<file path="src/rtl/hsync_gen.sv">
module hsync_gen #(
  parameter int LINE_LEN   = 207,
  parameter int SYNC_START = 16,
  parameter int SYNC_LEN   = 16,
  parameter int PORCH_LEN  = 16,
  parameter bit COUNT_DOWN = 1'b0
) (
  input  logic                        clk,
  input  logic                        rst,
  input  logic                        intack,
  input  logic                        nmi_on,
  input  logic                        nmi_off,
  output logic                        hsync,
  output logic                        back_porch,
  output logic                        nmi_req,
  output logic [$clog2(LINE_LEN)-1:0] count
);
  localparam int W         = $clog2(LINE_LEN);
  localparam int LAST      = LINE_LEN - 1;
  localparam int PORCH_BEG = SYNC_START + SYNC_LEN;
  localparam int PORCH_END = PORCH_BEG + PORCH_LEN;
  localparam logic [W-1:0] LAST_V    = W'(LAST);
  localparam logic [W-1:0] RESTART_V = COUNT_DOWN ? LAST_V : '0;

  logic [W-1:0] cnt_q, step, cnt_n, ph_n;
  logic         en_q, en_n, hs_n, bp_n;
  logic         hs_q, bp_q, nmi_q;

  generate
    if (COUNT_DOWN) begin : g_down
      assign step = (cnt_q == '0) ? LAST_V : cnt_q - 1'b1;
      assign ph_n = LAST_V - cnt_n;
    end else begin : g_up
      assign step = (cnt_q == LAST_V) ? '0 : cnt_q + 1'b1;
      assign ph_n = cnt_n;
    end
  endgenerate

  assign cnt_n = intack ? RESTART_V : step;
  assign en_n  = nmi_off ? 1'b0 : (nmi_on ? 1'b1 : en_q);
  assign hs_n  = (ph_n >= W'(SYNC_START)) && (ph_n < W'(PORCH_BEG));
  assign bp_n  = (ph_n >= W'(PORCH_BEG))  && (ph_n < W'(PORCH_END));

  always_ff @(posedge clk) begin
    if (rst) begin
      cnt_q <= RESTART_V;
      en_q  <= 1'b0;
      hs_q  <= 1'b0;
      bp_q  <= 1'b0;
      nmi_q <= 1'b0;
    end else begin
      cnt_q <= cnt_n;
      en_q  <= en_n;
      hs_q  <= hs_n;
      bp_q  <= bp_n;
      nmi_q <= hs_n & en_n;
    end
  end

  assign count      = cnt_q;
  assign hsync      = hs_q;
  assign back_porch = bp_q;
  assign nmi_req    = nmi_q;
endmodule

</file>
<file path="config.mk">
export PLATFORM = sky130hd
export DESIGN_NAME = hsync_gen
export DESIGN_NICKNAME = d
export VERILOG_FILES = /design/src/rtl/hsync_gen.sv
export SDC_FILE = /design/constraint.sdc
export NUM_CORES = 1
export LEC_CHECK = 0
export BUFFER_PORTS_ARGS = -buffer_cell sky130_fd_sc_hd__buf_2
export CAP_MARGIN = 20
export CORE_AREA = 2 2 39 41
export CTS_BUF_LIST = sky130_fd_sc_hd__clkbuf_16
export DETAILED_ROUTE_END_ITERATION = 12
export DIE_AREA = 0 0 41 43
export PLACE_DENSITY = 0.73
export SYNTH_ARGS = -nofsm -noshare
export SYNTH_HDL_FRONTEND = slang
export SYNTH_SLANG_ARGS = --single-unit
</file>
<file path="constraint.sdc">
create_clock -name clk -period 1.61 [get_ports clk]
set_input_delay 0.322 -clock clk [delete_from_list [all_inputs] [get_ports clk]]
set_output_delay 0.322 -clock clk [all_outputs]
set_load 0.05 [all_outputs]
</file>
==> impl_metrics.py <==
metrics = {
    "outcome": {
        "status": "completed",
    },
    "floorplan": {
        "fp.dieArea_mm2": 0.00176,
        "fp.dieW_um": 41,
        "start_util_pct": 40.1,
        "pin_count": 16,
        "placeableCoreArea_mm2": 0.00138,
        "rows": 14,
        "dieHeight_um": 43,
    },
    "drt": {
        "via_per_inst": 5.48,
        "dr.pass1.iters": 4,
        "routedWlPerCell_um": 12.9,
        "drc_errors": 0,
        "drt-initial-drc-count": 11,
        "detail-route-antenna-nets": 0,
        "wirelength_mm": 1.21,
        "vias": 515,
    },
    "clock_tree": {
        "clk_path_buf_depth": 2,
        "cts_tree": "yes",
        "cts_root_buf": "clkbuf_16",
        "clk_latency_ns": 0.24,
        "cts_sinks": 12,
        "clk_pin_slew_worst_paths_ns": 0.04,
        "cts_max_level": 1,
        "holdBufCountCts": 0,
        "cts_made_buffers": 3,
    },
    "grt": {
        "grt_start_max_net_pins": 10,
        "antenna_found_initial": 0,
        "grt_pass1_vias": 439,
        "grt.total_usage_pct": 17.4,
        "grt_overflow": 0,
        "grt_pass1_wl_mm": 1.97,
    },
    "sta": {
        "hold_violations": 0,
        "skew_ns": 0.00303,
        "fin_crit_sh_pct": 98.3,
        "tns_ns": 0,
        "drv_slew": 0,
        "finalSetupViolations": 0,
        "worst_pin_slew_ns": 0.496,
        "slew_headroom_pct": 66.9,
        "finalWorstSetupSlack_ns": 0.0278,
        "hold_ws_ns": 0.257,
        "rsz0062_at_grt": "yes",
        "post-route-min-period_ns": 1.58,
        "fmax_mhz": 632,
    },
    "worst_setup_path": {
        "rrSetupSlack_ns": 0.03,
        "critPathLaunchType": "flip-flop",
        "path_max_fanout": 5,
        "worstPathArrival_ns": 1.74,
        "reg2reg_depth": 6,
        "r2r-end": "back_porch",
        "worstSetupStartpoint": "count[0]",
        "worstPathRequired_ns": 1.76,
        "critPathCaptureType": "flip-flop",
        "path_class": "reg2reg",
        "rr_startpoint": "count[0]",
    },
    "place": {
        "numPlacedInstances": 89,
        "place_worst_setup_slack_ns": -0.00236,
        "finalWeightedCongestion": 0.803,
        "place.port_buffers": 15,
        "dp.final_hpwl_um": 831,
    },
    "power": {
        "clkPwrFrac_pct": 56.8,
        "p_leak_nw": 0.338,
        "p_total_w": 0.000786,
        "peakVddDrop_v": 0.000800,
        "power_density_mw_per_mm2": 984,
        "switching_share_pct": 18.7,
        "combPwrFrac_pct": 4.4,
        "intPower_w": 0.000639,
        "p_switching_w": 0.000147,
        "seqPwrFrac_pct": 38.8,
    },
    "synth": {
        "ys_seq_elements": 12,
        "synthTopCellsByArea": "dfxtp_1 43%, nor2_1 4.7%, ha_1 4.5%, nand4_1 3.4%, and4_1 3.2%",
        "synth_xor_area_share_pct": 4.74,
        "synth_cell_types": 28,
        "synth_edf_count": 0,
        "yosysTopAreaCellShare_pct": 43.3,
        "syn_avg_cell_area_um2": 9.72,
        "synthesis.area_um2": 554,
        "synth-compound-area-share_pct": 14.2,
        "synth-main-ff-cell": "dfxtp_1",
        "ys_seq_area_share_pct": 43.3,
        "synth_common_cells": "12 x dfxtp_1, 7 x nor2_1, 3 x nand3_1, 3 x nand4_1, 3 x nor3_1",
        "syn_nets": 64,
        "syn_inst": 57,
        "muxShareOfSynthArea_pct": 0,
        "synth_async_sr_flop_share_pct": 0,
        "yosys.area_share.simple_pct": 31.8,
        "yosysWarnings": 0,
        "synth.most_common_cell": "dfxtp_1",
        "synth_top_family_by_area": "simple AND/OR/NAND/NOR gates",
        "synthAdderAreaFrac_pct": 4.51,
        "synth_area_leader_cell": "dfxtp_1",
    },
    "final_layout": {
        "areaGrowthSynthToFinish_pct": 44.2,
        "fin_cells": 94,
        "drive_above_1_share_pct": 43.6,
        "nets": 86,
        "n_antenna_cell": 0,
        "fillCellCount": 132,
    },
    "worst_hold_path": {
        "min_path_cells": 2,
        "hold_class": "in2reg",
        "holdCritStartpoint": "nmi_off",
        "holdPathEnd": "en_q",
    },
    "job": {
        "maxCapViolCount": 0,
    },
}
==> worst max path at each step <==
| stage | end | slack, ns |
|---|---|---|
| 5_1_grt | back_porch | -0.07 |
| 3_5_place_dp | back_porch | -0.002 |
| 4_1_cts | back_porch | 0.02 |
| 2_1_floorplan | back_porch | 0.03 |
| 6_report | back_porch | 0.03 |
| 3_3_place_gp | back_porch | 0.03 |
==> sequential cells by signal, summed over array words and instances (netlist names) <==
| register | cells |
|---|---|
| back_porch | 1 |
| en_q | 1 |
| count | 8 |
| hsync | 1 |
| nmi_req | 1 |
==> power by group through the flow <==
stage / clock network, W / logic [W] / registers, W
2_1_floorplan: 0 / 0.0000115 / 0.000318
3_3_place_gp: 0 / 0.0000323 / 0.000310
3_5_place_dp: 0 / 0.0000324 / 0.000310
4_1_cts: 0.000461 / 0.0000325 / 0.000305
5_1_grt: 0.000479 / 0.0000386 / 0.000305
6_report: 0.000447 / 0.0000347 / 0.000305
==> cell families (layout without fill, tap and decap cells) <==
| kind of cell | after synthesis | after routing |
|---|---|---|
| DFF | 12 | 12 |
| adders and majority gates | 2 | 2 |
| xor gates and xnor gates | 3 | 3 |
| buffers and inverters | 2 | 23 |
| and+or+nand+nor | 28 | 28 |
| AOI/OAI and AO/OA | 10 | 10 |
==> routing by layer <==
metal  part of all wire, %  vias to the layer above  global-route usage [%]
li1                      -                      258                       -
met1                    41                      233                    21.4
met2                    48                       20                    23.4
met3                   8.9                        4                    9.42
met4                   1.9                        0                    9.33
met5                     0                        -                       0
==> stage by stage <==
step                      util [%]  cell area [um2]
after floorplan                  -              582
after global placement        49.5              684
after detailed placement      49.5              684
after CTS                     56.1              776
after global routing          57.8              800
final                         57.8              800
==> timing repair <==
item,4_1_cts,5_1_grt
resized for setup,1,4
buffers inserted,0,1
setup endpoints to repair,1,3
endpoints found under the hold margin,0,0
pin swaps,0,4
==> critical path, cell delays in order (launching register included) <==
cell and delay, ns:
dfxtp_4 0.35, inv_4 0.05, ha_4 0.11, and4bb_2 0.29
o22ai_4 0.09, a2111oi_4 0.37, nor4b_2 0.23
==> layout by cell type, fill, tap and decap left out <==
cell / count
a2111oi_4: 1
and2b_1: 1
nor4b_2: 1
inv_4: 1
xnor2_1: 1
dfxtp_2: 6
and3_1: 1
buf_4: 2
ha_4: 1
o21a_1: 1
nand3_1: 3
or3_1: 1
ha_1: 1
inv_1: 1
a21o_1: 1
nor3b_1: 1
a21oi_1: 1
o21ai_0: 2
dfxtp_4: 2
xor2_1: 2
nor2_1: 7
o22ai_4: 1
buf_2: 15
nor4_1: 1
and4b_1: 1
nor3_1: 3
and4_1: 2
and4bb_2: 1
and2_1: 2
a21boi_0: 1
a311o_1: 1
dfxtp_1: 4
clkinv_1: 1
clkbuf_16: 3
nand4_1: 3
o311a_1: 1
==> area by class of cell <==
| type | count | area, um2 | share of cell area (%) |
|---|---|---|---|
| multi-input cells | 43 | 345 | 43.2 |
| clock buffers | 3 | 75.1 | 9.39 |
| well taps | 16 | 20.0 | 2.50 |
| inverters | 2 | 10.0 | 1.25 |
| clock inverters | 1 | 3.75 | 0.469 |
| flip-flops and latches | 12 | 255 | 31.9 |
| repair buffers | 17 | 90.1 | 11.3 |
Note: power is estimated with default switching activity, not from simulation.
